===== config.mk =====
export PLATFORM = sky130hd
export DESIGN_NAME = flash_prefetch
export DESIGN_NICKNAME = d
export VERILOG_FILES = /design/src/rtl/flash_pf_pkg.sv /design/src/rtl/flash_pf_fifo.sv /design/src/rtl/flash_pf_fetch.sv /design/src/rtl/flash_pf_regs.sv /design/src/rtl/flash_prefetch.sv
export SDC_FILE = /design/constraint.sdc
export NUM_CORES = 1
export LEC_CHECK = 0
export CAP_MARGIN = 5
export CORE_ASPECT_RATIO = 0.6
export CORE_MARGIN = 8
export CORE_UTILIZATION = 45
export CTS_BUF_LIST = sky130_fd_sc_hd__clkbuf_16
export DETAILED_ROUTE_END_ITERATION = 12
export GPL_TIMING_DRIVEN = 0
export PLACE_DENSITY = 0.65
export SYNTH_ARGS = -nofsm -noshare
export SYNTH_HDL_FRONTEND = slang
export SYNTH_HIERARCHICAL = 1
export SYNTH_SLANG_ARGS = --single-unit

===== constraint.sdc =====
create_clock -name clk -period 2.9 [get_ports clk]
set_input_delay 0.29 -clock clk [delete_from_list [all_inputs] [get_ports clk]]
set_output_delay 0.29 -clock clk [all_outputs]
set_load 0.1 [all_outputs]

===== src/rtl/flash_pf_pkg.sv =====
package flash_pf_pkg;

    localparam int PF_DEPTH    = 64;
    localparam int PF_LANES    = 4;
    localparam int PF_BYTE_W   = 8;
    localparam int PF_WORD_W   = PF_LANES * PF_BYTE_W;
    localparam int PF_CNT_W    = 14;
    localparam int PF_CS_W     = 3;
    localparam int PF_THR_W    = 7;
    localparam int PF_FILL_W   = $clog2(PF_DEPTH) + 1;

    // Field positions inside the setup and status words
    localparam int PF_DIR_BIT   = 0;
    localparam int PF_EN_BIT    = 7;
    localparam int PF_THR_LSB   = 8;
    localparam int PF_CS_LSB    = 24;
    localparam int PF_FILL_LSB  = 24;

    typedef enum logic [1:0] {
        PF_REG_SETUP  = 2'd0,
        PF_REG_COUNT  = 2'd1,
        PF_REG_CTRL   = 2'd2,
        PF_REG_STATUS = 2'd3
    } pf_reg_e;

    typedef struct packed {
        logic [PF_CS_W-1:0]  cs;
        logic [PF_THR_W-1:0] thr;
        logic                en;
        logic                dir;
    } pf_setup_t;

    function automatic logic [PF_WORD_W-1:0] pf_setup_pack(pf_setup_t s);
        logic [PF_WORD_W-1:0] w;
        w = '0;
        w[PF_DIR_BIT]               = s.dir;
        w[PF_EN_BIT]                = s.en;
        w[PF_THR_LSB +: PF_THR_W]   = s.thr;
        w[PF_CS_LSB  +: PF_CS_W]    = s.cs;
        return w;
    endfunction

    function automatic pf_setup_t pf_setup_unpack(logic [PF_WORD_W-1:0] w);
        pf_setup_t s;
        s.dir = w[PF_DIR_BIT];
        s.en  = w[PF_EN_BIT];
        s.thr = w[PF_THR_LSB +: PF_THR_W];
        s.cs  = w[PF_CS_LSB  +: PF_CS_W];
        return s;
    endfunction

    function automatic logic [PF_WORD_W-1:0] pf_status_pack(
        logic [PF_CNT_W-1:0]  rem,
        logic [PF_FILL_W-1:0] fill
    );
        logic [PF_WORD_W-1:0] w;
        w = '0;
        w[PF_CNT_W-1:0]                = rem;
        w[PF_FILL_LSB +: PF_FILL_W]    = fill;
        return w;
    endfunction

endpackage


===== src/rtl/flash_pf_fifo.sv =====
module flash_pf_fifo
    import flash_pf_pkg::*;
#(
    parameter int DEPTH  = PF_DEPTH,
    parameter int LANES  = PF_LANES,
    parameter int FILL_W = $clog2(DEPTH) + 1
) (
    input  logic                    clk,
    input  logic                    rst,
    input  logic                    flush,
    input  logic                    push,
    input  logic [PF_BYTE_W-1:0]    push_byte,
    input  logic                    pop,
    output logic [FILL_W-1:0]       fill,
    output logic [LANES*PF_BYTE_W-1:0] word
);

    localparam int AW = $clog2(DEPTH);

    logic [PF_BYTE_W-1:0] mem [DEPTH];
    logic [AW-1:0]        wr_ptr;
    logic [AW-1:0]        rd_ptr;
    logic [FILL_W-1:0]    fill_nxt;

    always_comb begin
        fill_nxt = fill + FILL_W'(push);
        if (pop) begin
            fill_nxt = fill_nxt - FILL_W'(LANES);
        end
    end

    always_ff @(posedge clk) begin
        if (push && !flush) begin
            mem[wr_ptr] <= push_byte;
        end
    end

    always_ff @(posedge clk) begin
        if (rst || flush) begin
            wr_ptr <= '0;
            rd_ptr <= '0;
            fill   <= '0;
        end else begin
            if (push) begin
                wr_ptr <= wr_ptr + 1'b1;
            end
            if (pop) begin
                rd_ptr <= rd_ptr + AW'(LANES);
            end
            fill <= fill_nxt;
        end
    end

    // Little-endian word assembly: lane 0 is the oldest byte
    for (genvar l = 0; l < LANES; l++) begin : g_lane
        assign word[l*PF_BYTE_W +: PF_BYTE_W] = mem[AW'(rd_ptr + AW'(l))];
    end

    AST_FILL_BOUND: assert property (@(posedge clk) disable iff (rst)
        fill <= FILL_W'(DEPTH)) else $error("fill above depth");

    AST_NO_PUSH_FULL: assert property (@(posedge clk) disable iff (rst)
        push |-> (fill < FILL_W'(DEPTH))) else $error("push into full FIFO");

    AST_POP_WHOLE_WORD: assert property (@(posedge clk) disable iff (rst)
        pop |-> (fill >= FILL_W'(LANES))) else $error("pop of partial word");

    AST_FLUSH_EMPTY: assert property (@(posedge clk) disable iff (rst)
        flush |=> (fill == '0)) else $error("flush left data");

endmodule


===== src/rtl/flash_pf_fetch.sv =====
module flash_pf_fetch
    import flash_pf_pkg::*;
#(
    parameter int CNT_W  = PF_CNT_W,
    parameter int DEPTH  = PF_DEPTH,
    parameter int FILL_W = $clog2(DEPTH) + 1
) (
    input  logic              clk,
    input  logic              rst,
    input  logic              start,
    input  logic              stop,
    input  logic [CNT_W-1:0]  load_cnt,
    input  logic [FILL_W-1:0] fill,
    input  logic              fl_ack,
    output logic              active,
    output logic [CNT_W-1:0]  remaining,
    output logic              fl_req,
    output logic              push
);

    assign fl_req = active && (remaining != '0) && (fill < FILL_W'(DEPTH));
    assign push   = fl_req && fl_ack;

    always_ff @(posedge clk) begin
        if (rst || stop) begin
            active    <= 1'b0;
            remaining <= '0;
        end else if (start) begin
            active    <= (load_cnt != '0);
            remaining <= load_cnt;
        end else if (push) begin
            remaining <= remaining - 1'b1;
            if (remaining == CNT_W'(1)) begin
                active <= 1'b0;
            end
        end
    end

    AST_ACTIVE_HAS_WORK: assert property (@(posedge clk) disable iff (rst)
        active |-> (remaining != '0)) else $error("active with zero count");

    AST_COUNT_STEP: assert property (@(posedge clk) disable iff (rst)
        (push && !stop) |=> (remaining == CNT_W'($past(remaining) - 1'b1)))
        else $error("count did not step");

endmodule


===== src/rtl/flash_pf_regs.sv =====
module flash_pf_regs
    import flash_pf_pkg::*;
#(
    parameter int CNT_W   = PF_CNT_W,
    parameter int FILL_W  = PF_FILL_W,
    parameter int THR_MAX = PF_DEPTH
) (
    input  logic                 clk,
    input  logic                 rst,
    input  logic                 reg_wr,
    input  logic [1:0]           reg_addr,
    input  logic [PF_WORD_W-1:0] reg_wdata,
    input  logic                 active,
    input  logic [CNT_W-1:0]     remaining,
    input  logic [FILL_W-1:0]    fill,
    output pf_setup_t            setup,
    output logic [CNT_W-1:0]     count,
    output logic                 start,
    output logic                 stop,
    output logic [PF_WORD_W-1:0] reg_rdata
);

    pf_reg_e   sel;
    pf_setup_t wr_setup;
    logic      thr_ok;
    logic      ctrl_wr;

    assign sel      = pf_reg_e'(reg_addr);
    assign wr_setup = pf_setup_unpack(reg_wdata);
    assign thr_ok   = (int'(wr_setup.thr) <= THR_MAX);
    assign ctrl_wr  = reg_wr && (sel == PF_REG_CTRL);

    assign start = ctrl_wr && reg_wdata[0] && !active && setup.en && !setup.dir;
    assign stop  = ctrl_wr && !reg_wdata[0];

    always_ff @(posedge clk) begin
        if (rst) begin
            setup <= '0;
            count <= '0;
        end else if (reg_wr && !active) begin
            if (sel == PF_REG_SETUP && thr_ok) begin
                setup <= wr_setup;
            end
            if (sel == PF_REG_COUNT) begin
                count <= reg_wdata[CNT_W-1:0];
            end
        end
    end

    always_comb begin
        unique case (sel)
            PF_REG_SETUP:  reg_rdata = pf_setup_pack(setup);
            PF_REG_COUNT:  reg_rdata = PF_WORD_W'(count);
            PF_REG_CTRL:   reg_rdata = PF_WORD_W'(active);
            PF_REG_STATUS: reg_rdata = pf_status_pack(PF_CNT_W'(remaining), PF_FILL_W'(fill));
            default:       reg_rdata = '0;
        endcase
    end

    AST_SETUP_FROZEN: assert property (@(posedge clk) disable iff (rst)
        active |=> $stable(setup)) else $error("setup changed in transfer");

    AST_COUNT_FROZEN: assert property (@(posedge clk) disable iff (rst)
        active |=> $stable(count)) else $error("count changed in transfer");

    AST_THR_LIMIT: assert property (@(posedge clk) disable iff (rst)
        int'(setup.thr) <= THR_MAX) else $error("threshold above limit");

endmodule


===== src/rtl/flash_prefetch.sv =====
module flash_prefetch
    import flash_pf_pkg::*;
#(
    parameter int DEPTH = PF_DEPTH,
    parameter int CNT_W = PF_CNT_W
) (
    input  logic        clk,
    input  logic        rst,
    input  logic        reg_wr,
    input  logic [1:0]  reg_addr,
    input  logic [31:0] reg_wdata,
    output logic [31:0] reg_rdata,
    output logic        fl_req,
    input  logic        fl_ack,
    input  logic [7:0]  fl_data,
    output logic [2:0]  fl_cs,
    input  logic        fifo_rd,
    output logic        fifo_valid,
    output logic [31:0] fifo_rdata,
    output logic        fifo_thresh
);

    localparam int FILL_W = $clog2(DEPTH) + 1;

    pf_setup_t          setup;
    logic [CNT_W-1:0]   count;
    logic [CNT_W-1:0]   remaining;
    logic [FILL_W-1:0]  fill;
    logic               start;
    logic               stop;
    logic               active;
    logic               push;
    logic               pop;

    assign fifo_valid  = (fill >= FILL_W'(PF_LANES));
    assign pop         = fifo_rd && fifo_valid;
    assign fl_cs       = setup.cs;
    assign fifo_thresh = (fill >= FILL_W'(setup.thr));

    flash_pf_regs #(
        .CNT_W   (CNT_W),
        .FILL_W  (FILL_W),
        .THR_MAX (DEPTH)
    ) u_regs (
        .clk       (clk),
        .rst       (rst),
        .reg_wr    (reg_wr),
        .reg_addr  (reg_addr),
        .reg_wdata (reg_wdata),
        .active    (active),
        .remaining (remaining),
        .fill      (fill),
        .setup     (setup),
        .count     (count),
        .start     (start),
        .stop      (stop),
        .reg_rdata (reg_rdata)
    );

    flash_pf_fetch #(
        .CNT_W  (CNT_W),
        .DEPTH  (DEPTH),
        .FILL_W (FILL_W)
    ) u_fetch (
        .clk       (clk),
        .rst       (rst),
        .start     (start),
        .stop      (stop),
        .load_cnt  (count),
        .fill      (fill),
        .fl_ack    (fl_ack),
        .active    (active),
        .remaining (remaining),
        .fl_req    (fl_req),
        .push      (push)
    );

    flash_pf_fifo #(
        .DEPTH  (DEPTH),
        .LANES  (PF_LANES),
        .FILL_W (FILL_W)
    ) u_fifo (
        .clk       (clk),
        .rst       (rst),
        .flush     (start || stop),
        .push      (push),
        .push_byte (fl_data),
        .pop       (pop),
        .fill      (fill),
        .word      (fifo_rdata)
    );

endmodule


-- After elaboration in Yosys (flattened, before gate mapping)
Memories as Yosys holds them, arrays and structs flattened. A register that Yosys moved wholly into a read port is not among the register bits.
Index checks and enable logic that the tools add are counted.
- register bits after elaboration: 60
- bits in writable memories: 512
- input port bits: 47
- output and inout bits: 70
- memories: 1
- add/sub/neg operators: 8
- $lt $le $gt $ge: 4
- equal/unequal tests: 4
- mux-type cells: 11
- reductions and logical operators: 28
- memories (name ; words ; width ; read ports ; clocked after memory_dff ; wr ports ; RTL line ; RTL):
    u_fifo.mem ; 64 ; 8 ; 4 ; 1 ; 1 ; flash_pf_fifo.sv:20 ; logic [PF_BYTE_W-1:0] mem [DEPTH];
- operators with widths (kind ; count):
    $pmux W32 S4 ; 1
    $mux W14 ; 2
    $reduce_bool A14 Y1 ; 2
    $eq A14 B1 Y1 const B ; 1
    $sub A14 B1 Y14 const B ; 1
    $logic_and A1 B1 Y1 ; 13
    $add A6 B1 Y6 const B ; 2
    $add A6 B2 Y6 const B ; 2
    $mux W6 ; 2
    $add A7 B1 Y7 ; 1
    $ge A7 B3 Y1 const B ; 1
    $ge A7 B7 Y1 ; 1
    $le A7 B7 Y1 const B ; 1
    $lt A7 B7 Y1 const B ; 1
    $mux W7 ; 1
    $sub A7 B3 Y7 const B ; 1
    $add A6 B3 Y6 const B ; 1
    $reduce_and A2 Y1 ; 3
    $mux W1 ; 5
    $eq A2 B2 Y1 const B ; 2
    $logic_not A1 Y1 ; 4
    $reduce_bool A2 Y1 ; 2
    $logic_or A1 B1 Y1 ; 3
    $eq A2 B1 Y1 const B ; 1
    $logic_not A2 Y1 ; 1

-- Logic depth before layout (Yosys ltp)
Gate-level depths: netlist (run 1).
- word-level depth: 11
- gate-level depth with buffers: 11
- gate-level depth less buffers: 11

-- Modules after synthesis
Netlist (run 1), hierarchy kept.
- by module, submodules not included (module ; instances ; cells an instance ; area each (um2) ; sequential area each (um2)):
    flash_pf_fifo ; 1 ; 969 ; 20475.9 ; 15795.1
    flash_pf_regs ; 1 ; 214 ; 1707.9 ; 520.5
    flash_pf_fetch ; 1 ; 112 ; 945.9 ; 300.3
    flash_prefetch ; 1 ; 28 ; 191.4 ; 0.0

-- Worst setup path after synthesis (run 1)
No wires, ideal clock.
- path kind: register -> output
- start: reg u_regs/setup[4] (netlist name)
- end: out fifo_thresh
- arrival time: 2.919 ns
- data required time: 2.610 ns
- path slack: -0.309 ns
- stages on the path, launching flop included: 6
- path buffers: 0
- cells stage by stage: dfxtp_1 > inv_1 > ha_1 > a21o_1 > a31oi_1 > o21ai_0
- cells in the longest elaborated chain, start to end: 1
- ends and longest elaborated chain (item ; RTL line ; RTL):
    $ge A7 B7 Y1 ; flash_prefetch.sv:38 ; assign fifo_thresh = (fill >= FILL_W'(setup.thr));
    end: declaration ; flash_prefetch.sv:20 ; output logic fifo_thresh
Every way passes these cells.

-- Worst setup path after layout (run 1)
- start: reg u_fifo.rd_ptr[2]
- end: out fifo_rdata[21]
- cells in the longest elaborated chain, start to end: 2
- ends and longest elaborated chain (item ; RTL line ; RTL):
    start: declaration ; flash_pf_fifo.sv:22 ; logic [AW-1:0] rd_ptr;
    start signal: assignment ; flash_pf_fifo.sv:48 ; rd_ptr <= rd_ptr + AW'(LANES);
    $add A6 B2 Y6 ; flash_pf_fifo.sv:56 ; assign word[l*PF_BYTE_W +: PF_BYTE_W] = mem[AW'(rd_ptr + AW'(l))];
    $mem_v2 Z64 W8 ; - ;
    end: declaration ; flash_prefetch.sv:19 ; output logic [31:0] fifo_rdata,
Every way passes these cells.

==> results.yml, run 1 <==
setup_path:
  cp.arrival_ns: 2.63
  crit_required_ns: 2.61
  worst-path-max-fanout: 7
  path_class: "reg -> out"
  r2r_cells: 10
  startpoint: "u_fifo/rd_ptr[2]"
  start_kind: "flip-flop"
  cp-end-kind: "output pin"
  r2r-start: "u_fetch/remaining[13]"
  endpoint: "fifo_rdata[21]"
  reg2reg_slack_ns: 0.09
  reg2reg_to: "u_fifo/fill[6]"
synth:
  synth-xor-area-share_pct: 0.751
  synthCells: 1323
  synth_edf_count: 512
  synth_top_family_by_area: "multiplexers"
  synth_area_leaders: "edfxtp_1 66%, mux4_2 12%, dfxtp_1 5.3%"
  synth_compound_area_share_pct: 5.09
  synth-main-ff-cell: "edfxtp_1"
  syn-cell-area_um2: 23300
  yosysWarnings: 6
  synthMuxAreaShare_pct: 13.1
  synth-async-reset-ratio_pct: 0
  yosys.cell_types.count: 64
  yosysMostFrequentCell: "edfxtp_1"
  synth_area_per_cell_um2: 17.6
  yosys.area_share.adder_pct: 0.751
  synthSimpleGateAreaFrac_pct: 6.72
  netlist.area_leader.share_pct: 65.9
  netlist_top_cells_count: "512 x edfxtp_1, 129 x mux4_2, 94 x nor2_1"
  synth.largest_area_cell: "edfxtp_1"
  ys_seq_elements: 574
  synth-seq-area-share_pct: 71.2
placement:
  placement.io_buffers: 90
  dp_hpwl_mm: 37.7
  place_inst: 2123
  place_congestion: 0.856
global_route:
  grt_pass1_wl_mm: 84.0
  grt_max_degree: 57
  antenna_found_initial: 0
  grt_pass1_vias: 12900
  grt-ovfl-total: 0
  grt_use_total_pct: 18.9
sta:
  setup-violations-final: 2
  rsz0062_at_grt: "true"
  post-route-min-period_ns: 2.92
  final-hold-violation-count: 0
  finalCritPeriodShare_pct: 101
  fin_skew_ns: 0.0251
  maxSlewHeadroom_pct: 6.09
  fin_ws_ns: -0.0219
  whs_ns: 0.0583
  slew_violations: 0
  tightest_slew_ns: 1.41
  fmax_mhz: 342
cells_and_area:
  nets: 1598
  stdcell_count: 2269
  insertedDiodeCount: 0
  area.growth.synth_to_final_pct: 22.5
  post-route-util_pct: 55.9
  drive_gt1_share_pct: 32.9
  fillers: 3884
drt:
  vias: 13300
  drt_iter0_drc: 1693
  viasPerCell: 5.85
  wl_mm: 57.6
  final_antenna_net_count: 0
  firstDrtPassIters: 5
  drc: 0
  wire_per_inst_um: 25.4
pwr:
  ir_worst_vdd_mv: 0.383
  power_density_nw_per_um2: 561
  power_mw: 16.0
  power.static_leakage_nw: 8.95
die:
  ios: 117
  start_util_pct: 45.6
  coreArea_um2: 51100
  fp.dieArea_um2: 59600
  rows: 64
  die_h_um: 192
  die_w_um: 310
min_path:
  hold_path.class: "in -> reg"
run:
  max_cap_viol_count: 0
cts:
  cts_tree: "yes"
  cts_buffers: 51
  htree_num_levels: 2
  holdBufCountCts: 0
  cts.path.max_buffers: 3
  clk_pin_slew_worst_paths_ns: 0.07
  cts-root-buf: "clkbuf_16"
  clock_latency_ns: 0.58
  cts.sinks: 574
run_status:
  violations: "setup timing"
  outcome: "finished with violations"
area by class of cell:
class                      count  area (um^2)  area share, %
clock buffer                  51         1280           4.47
sequential                   574        16600           58.2
clock inverter                41          309           1.08
inverter                      18         67.6          0.237
timing repair buffer         154         1790           6.26
multi-input combinational    652         6940           24.3
buffer                        86          693           2.43
tap                          693          867           3.04
cell families (layout without fill, tap and decap cells):
logic type / Yosys count / in the layout
xor gates and xnor gates: 20 / 20
adders and majority gates: 14 / 14
muxes: 144 / 144
DFF: 574 / 574
other: 1 / 10
AOI/OAI and AO/OA: 161 / 161
and+or+nand+nor: 303 / 303
buffers and inverters: 106 / 350
how the worst min path moves through the flow:
| stage | cells past startpoint | to | from | slack (ns) |
|---|---|---|---|---|
| floorplan | 0 | u_fifo/mem[0][0] | fl_data[0] | 0.39 |
| global placement | 2 | u_regs/count[3] | u_regs/count[3] | 0.51 |
| detailed placement | 2 | u_regs/count[3] | u_regs/count[3] | 0.51 |
| CTS | 1 | u_fifo/mem[4][0] | fl_data[0] | 0.04 |
| global route | 1 | u_fifo/mem[4][0] | fl_data[0] | 0.05 |
| finish | 1 | u_fifo/mem[4][0] | fl_data[0] | 0.06 |
through the flow:
step                      TNS (ns)  cell area, um^2  setup WS, ns
after floorplan                  0            23400         0.110
after CTS                   -0.332            28100       -0.0932
after global routing        -0.693            28600        -0.108
after global placement     -489.25            25100         -1.02
final                      -0.0309            28600       -0.0219
after detailed placement   -394.67            25200        -0.878
layer usage:
metal	GRT usage [%]	up-vias	wire, um
li1	-	5727	-
met1	29.0	6895	26400
met2	27.3	563	24900
met3	5.04	82	5300
met4	3.54	0	981
met5	0	-	0
worst max-delay path: stages, from the launching register on:
cell and delay [ns]:
dfxtp_4 0.38, buf_12 0.14, buf_12 0.14, buf_12 0.13, mux4_2 0.54, a22oi_2 0.38
nand2_2 0.13, buf_12 0.18
sequential cells by signal, indices dropped and copies added (netlist names), named ones only:
signal / cells
u_fetch/active: 1
u_regs/setup: 12
u_fifo/wr_ptr: 6
u_fetch/remaining: 14
u_regs/count: 14
u_fifo/fill: 7
u_fifo/rd_ptr: 4
u_fifo/mem: 512
power breakdown:
part	total (mW)	leakage, nW	internal [mW]	switching [mW]
registers	9.02	5.10	9.00	0.0244
clock network	6.51	0.824	3.56	2.96
logic	0.488	3.02	0.126	0.362
cells in the final DEF (no fill, tap or decap), types with 12 or more instances in the layout:
cell	netlist	routed
a22oi_1	46	24
nand2_2	0	17
edfxtp_1	512	512
nor2_4	0	59
buf_4	18	53
o21ai_0	24	16
clkbuf_16	0	52
mux4_2	129	129
o2111ai_1	14	14
ha_1	14	14
buf_6	3	20
clkinv_1	1	12
nand4b_1	12	12
dfxtp_1	62	56
clkbuf_1	42	27
a22oi_2	18	40
buf_12	1	41
nand4_1	12	12
mux2i_1	15	15
buf_2	19	19
a21oi_1	33	33
clkdlybuf4s50_1	0	48
nand2_1	88	69
nor2_1	94	30
nor2b_1	21	19
inv_1	17	29
what timing repair did:
item	CTS	global route
pin swaps	23	25
gates cloned	3	1
hold endpoints to repair	0	0
resized for setup	449	71
buffers inserted	33	19
setup endpoints to repair	550	393
Power figures use the tool's default switching activity.
==> inputs of run 2 (changes only) <==
--- a/config.mk
+++ b/config.mk
@@ -7,12 +7,13 @@
 export LEC_CHECK = 0
 export CAP_MARGIN = 5
 export CORE_ASPECT_RATIO = 0.6
-export CORE_MARGIN = 8
+export CORE_MARGIN = 5
 export CORE_UTILIZATION = 45
 export CTS_BUF_LIST = sky130_fd_sc_hd__clkbuf_16
 export DETAILED_ROUTE_END_ITERATION = 12
 export GPL_TIMING_DRIVEN = 0
 export PLACE_DENSITY = 0.65
+export SKIP_CTS_REPAIR_TIMING = 1
 export SYNTH_ARGS = -nofsm -noshare
 export SYNTH_HDL_FRONTEND = slang
 export SYNTH_HIERARCHICAL = 1
==> run 2 against run 1 <==
  * The run ends with capacitance limit, slew limit, setup timing left
  * Critical path depth up 1
  * Via count down 1.2%
  * Cell area down 0.26%
  * Final cell count is 0.40% lower
  * Count of clock-buffer cells in the layout increased by 2
  * Core utilization decreased by 0.15 points
  * Die area down 5.0%
  * Clock skew down 0.0011 ns
  * Register-to-register slack got worse by 0.07 ns
  * Critical path type unchanged
  * Critical endpoint is now fifo_rdata[24]
  * Largest cell class unchanged
  * Highest routed layer unchanged
==> results.yml, run 2 (synthesis gave the netlist of run 1 again) <==
run_status:
  outcome: "finished with violations"
  violations: "capacitance limit, slew limit, setup timing"
cells_and_area:
  mostFrequentLayoutCell: "edfxtp_1"
  fillers: 3957
  area.growth.synth_to_final_pct: 22.1
  drive_gt1_share_pct: 32.1
  top_register: "u_fifo/mem"
  nets: 1585
  final_cell_area_um2: 28500
  largest_reg_flops: 512
  stdcell_count: 2260
  insertedDiodeCount: 0
  top_regs: "u_fifo/mem x512, u_fetch/remaining x14, u_regs/count x14"
  final_cell_mix: "512 x edfxtp_1, 129 x mux4_2, 70 x nand2_1, 60 x nor2_4, 57 x dfxtp_1"
min_path:
  hold_path.class: "in -> reg"
  min-delay-start: "fl_data[1]"
  hold_path_depth: 1
  hold_end: "u_fifo/mem[4][1]"
sta:
  fin_skew_ns: 0.0240
  post-route-min-period_ns: 2.97
  rsz0062_at_grt: "true"
  setup-violations-final: 5
  tightest_slew_ns: 1.51
  fmax_mhz: 337
  maxSlewHeadroom_pct: -0.476
  finalCritPeriodShare_pct: 102
  final.setup.tns_ns: -0.183
  fin_ws_ns: -0.0652
  slew_violations: 9
  final-hold-violation-count: 0
  whs_ns: 0.0900
global_route:
  grt_use_total_pct: 19.4
  grt-ovfl-total: 0
  antenna_found_initial: 0
  grt_max_degree: 54
  grt_pass1_wl_mm: 83.5
  grt_pass1_vias: 12800
die:
  die_w_um: 304
  coreArea_um2: 51100
  fp.dieArea_um2: 56600
  start_util_pct: 45.6
  die_h_um: 186
  rows: 64
  ios: 117
setup_path:
  start_kind: "flip-flop"
  r2r_cells: 10
  crit_required_ns: 2.61
  reg2reg_to: "u_fifo/mem[10][5]"
  cp-end-kind: "output pin"
  worst-path-max-fanout: 8
  reg2reg_slack_ns: 0.02
  cp.arrival_ns: 2.68
  r2r-start: "u_fetch/remaining[0]"
  path_class: "reg -> out"
  startpoint: "u_fifo/rd_ptr[2]"
cts:
  cts-root-buf: "clkbuf_16"
  cts.path.max_buffers: 3
  cts_buffers: 51
  htree_num_levels: 2
  cts_tree: "yes"
  clock_latency_ns: 0.59
  cts.sinks: 574
  clk_pin_slew_worst_paths_ns: 0.07
drt:
  firstDrtPassIters: 5
  wire_per_inst_um: 25.2
  vias: 13100
  viasPerCell: 5.80
  final_antenna_net_count: 0
  drt_iter0_drc: 1420
  wl_mm: 56.9
  drc: 0
placement:
  dp_hpwl_mm: 38.1
  place_congestion: 0.846
  placement.io_buffers: 90
  dpl_cell_area_um2: 25200
  place_inst: 2123
pwr:
  ir_worst_vdd_mv: 0.425
  power_density_nw_per_um2: 582
  power.static_leakage_nw: 8.91
  power_mw: 16.6
run:
  max_cap_viol_count: 1
run 2: changes by cell type in the layout (fill, tap and decap cells not counted), moves of 4 or more:
| cell | delta |
|---|---|
| bufinv_16 | +4 |
| clkinv_2 | -5 |
| buf_4 | -4 |
| buf_12 | -9 |
| clkbuf_4 | +4 |
run 2: metrics by stage:
stage / utilization (%) / setup slack [ns]
2_1_floorplan: - / 0.110
3_3_place_gp: 49.2 / -0.990
3_5_place_dp: 49.4 / -1.04
4_1_cts: 52.9 / -1.36
5_1_grt: 55.8 / -0.141
6_report: 55.8 / -0.0652
run 2: power breakdown:
part | internal [mW] | switching [mW] | total, mW
Clock | 4.06 | 3.01 | 7.06
Sequential | 9.00 | 0.0249 | 9.02
Combinational | 0.127 | 0.359 | 0.486
Total | 13.2 | 3.39 | 16.6
run 2: layer usage:
metal  up-vias  global-route usage [%]  routed length [um]
met1      6824                    31.0               26600
li1       5709                       -                   -
met5         -                       0                   0
met2       515                    27.6               24900
met4         0                    2.82                 681
met3        56                    5.00                4790
run 2: final cells by class:
class                           instances  area, um^2  area share [%]
Clock inverter                         43         449            1.58
Tap cell                              693         867            3.04
Inverter                               18        67.6           0.237
Sequential cell                       574       16600            58.4
Multi-Input combinational cell        652        6920            24.3
Timing Repair Buffer                  140        1560            5.49
Clock buffer                           53        1330            4.66
Buffer                                 87         667            2.34
run 2: worst max-delay path by stage:
| stage | to | slack, ns | cells after the start |
|---|---|---|---|
| 2_1_floorplan | u_fifo/mem[21][0] | 0.11 | 9 |
| 3_3_place_gp | u_fifo/mem[21][2] | -0.99 | 8 |
| 3_5_place_dp | u_fifo/mem[6][5] | -1.04 | 8 |
| 4_1_cts | fifo_rdata[13] | -1.36 | 6 |
| 5_1_grt | fifo_rdata[11] | -0.14 | 7 |
| 6_report | fifo_rdata[24] | -0.07 | 8 |
run 2: critical path, stage by stage, from the launching register on:
cell and delay [ns]:
dfxtp_2 0.35, buf_12 0.15, buf_12 0.15, buf_6 0.12, clkbuf_16 0.14, mux4_2 0.54
a22oi_2 0.30, nand2_2 0.14, buf_12 0.18
==> inputs of run 3 (changes only) <==
--- a/config.mk
+++ b/config.mk
@@ -13,6 +13,7 @@
 export DETAILED_ROUTE_END_ITERATION = 12
 export GPL_TIMING_DRIVEN = 0
 export PLACE_DENSITY = 0.65
+export REMOVE_ABC_BUFFERS = 1
 export SKIP_CTS_REPAIR_TIMING = 1
 export SYNTH_ARGS = -nofsm -noshare
 export SYNTH_HDL_FRONTEND = slang
==> run 3 against run 2 <==
  * Largest power group unchanged
  * Clock power decreased by 4.2%
  * Largest cell class unchanged
  * Cell area decreased by 3.2%
  * The flow finishes with violations (setup timing)
  * Via count decreased by 1.4%
==> results.yml, run 3 (synthesis gave the netlist of run 1 again) <==
pwr:
  power_mw: 16.2
  switchingPower_mw: 3.31
  swShare_pct: 20.4
  power_density_nw_per_um2: 589
  internal_power_mw: 12.9
  pwr-share-comb_pct: 2.8
  ir_worst_vdd_mv: 0.407
  pwr-share-clk_pct: 41.7
  power.static_leakage_nw: 8.72
  seq_power_share_pct: 55.5
sta:
  rsz0062_at_grt: "true"
  fin_ws_ns: -0.261
  fmax_mhz: 316
  whs_ns: 0.111
  final-hold-violation-count: 0
  slew_violations: 0
  fin_skew_ns: 0.0176
  maxSlewHeadroom_pct: 8.12
  finalCritPeriodShare_pct: 109
  setup-violations-final: 169
  tightest_slew_ns: 1.37
  post-route-min-period_ns: 3.16
drt:
  firstDrtPassIters: 5
  viasPerCell: 5.91
  final_antenna_net_count: 0
  drt_iter0_drc: 1452
  vias: 12900
  wl_mm: 55.2
  wire_per_inst_um: 25.3
  drc: 0
cells_and_area:
  final_cell_mix: "512 x edfxtp_1, 129 x mux4_2, 85 x nand2_1, 57 x clkbuf_16, 55 x dfxtp_1"
  top_register: "u_fifo/mem"
  top_regs: "u_fifo/mem x512, u_fetch/remaining x14, u_regs/count x14"
  final_cell_area_um2: 27600
  insertedDiodeCount: 0
  mostFrequentLayoutCell: "edfxtp_1"
  largest_reg_flops: 512
  post-route-util_pct: 54.0
  fillers: 4001
  drive_gt1_share_pct: 28.3
  nets: 1514
  area.growth.synth_to_final_pct: 18.2
global_route:
  gr-max-usage-layer: "met1"
  grt_pass1_vias: 12200
  met3_usage_pct: 3.15
  grt-ovfl-total: 0
  gr-usage-met1_pct: 30.5
  antenna_found_initial: 0
  use_met2_pct: 24.9
  grt_pass1_wl_mm: 78.8
  grt_use_total_pct: 18.0
  grt_max_degree: 61
cts:
  clock_latency_ns: 0.57
  cts_buffers: 50
  cts.path.max_buffers: 3
  cts_tree: "yes"
  cts-root-buf: "clkbuf_16"
  cts.sinks: 574
  htree_num_levels: 2
  clk_pin_slew_worst_paths_ns: 0.07
die:
  rows: 64
  die_h_um: 186
  die_w_um: 304
  start_util_pct: 45.6
  ios: 117
  coreArea_um2: 51100
  fp.dieArea_um2: 56600
setup_path:
  worst-path-max-fanout: 9
  cp-end-kind: "flip-flop"
  path_class: "reg -> reg"
  crit_required_ns: 3.12
  start_kind: "flip-flop"
  cp.arrival_ns: 3.39
run_status:
  outcome: "finished with violations"
  violations: "setup timing"
placement:
  placement.io_buffers: 92
  dp_hpwl_mm: 33.0
  place_congestion: 0.834
  dpl_cell_area_um2: 25000
  dp_worst_setup_slack_ns: -1.41
run:
  max_cap_viol_count: 0
min_path:
  hold_path.class: "in -> reg"
run 3: cell types whose count changed in the layout (fill, tap and decap cells not counted), moves of 9 or more:
cell	before	now
a22oi_1	25	45
a22oi_2	39	19
buf_6	22	2
nor2_4	60	47
buf_12	32	16
clkdlybuf4s50_1	47	38
nand2_2	16	2
nand2_1	70	85
clkbuf_1	28	0
clkbuf_4	12	2
dlymetal6s2s_1	2	11
run 3: worst paths after layout:
| check | from | endpoint | slack (ns) | depth (start not counted) |
|---|---|---|---|---|
| hold reg to reg | u_regs/count[4] | u_regs/count[4] | 0.49 | 2 |
| hold / removal | fl_data[3] | u_fifo/mem[24][3] | 0.11 | 1 |
| setup reg to reg | u_fetch/active | u_fifo/mem[13][4] | -0.26 | 6 |
| setup / recovery | u_fetch/active | u_fifo/mem[13][4] | -0.26 | 6 |
run 3: worst max-delay path, cell delays in order (launching register included):
cell and delay (ns):
dfxtp_1 0.57, nor4_4 0.16, or2_2 0.38, nor2b_1 0.31
nor2b_1 0.41, nand3_2 0.50, nor2_4 0.47
run 3: per-layer routing:
metal / up-vias / wire (um) / part of all wire [%]
met4: 0 / 854 / 1.5
met1: 6718 / 26300 / 48
met3: 80 / 4520 / 8.2
met2: 543 / 23600 / 43
met5: - / 0 / 0
li1: 5575 / - / -
run 3: power groups by stage:
| stage | Clock, mW | Sequential, mW | Combinational, mW |
|---|---|---|---|
| 3_3_place_gp | 0 | 9.22 | 0.428 |
| 6_report | 6.76 | 9.01 | 0.459 |
| 3_5_place_dp | 0 | 9.20 | 0.462 |
| 4_1_cts | 6.88 | 9.01 | 0.462 |
| 5_1_grt | 7.29 | 9.01 | 0.489 |
| 2_1_floorplan | 0 | 9.21 | 0.189 |
run 3: final cells by class:
| cell class | instances | area (um^2) | area share [%] |
|---|---|---|---|
| flip-flops and latches | 574 | 16600 | 60.3 |
| multi-input cells | 655 | 6740 | 24.4 |
| repair buffers | 154 | 1610 | 5.85 |
| clock buffers | 53 | 1330 | 4.81 |
| well taps | 693 | 867 | 3.14 |
| clock inverters | 40 | 332 | 1.20 |
| inverters | 18 | 67.6 | 0.245 |
run 3: per-stage QoR:
stage	instances	setup TNS, ns
floorplan	1244	-86.23
global placement	2029	-1012.10
detailed placement	2042	-623.97
CTS	2135	-342.22
global route	2187	-47.56
finish	2187	-21.49
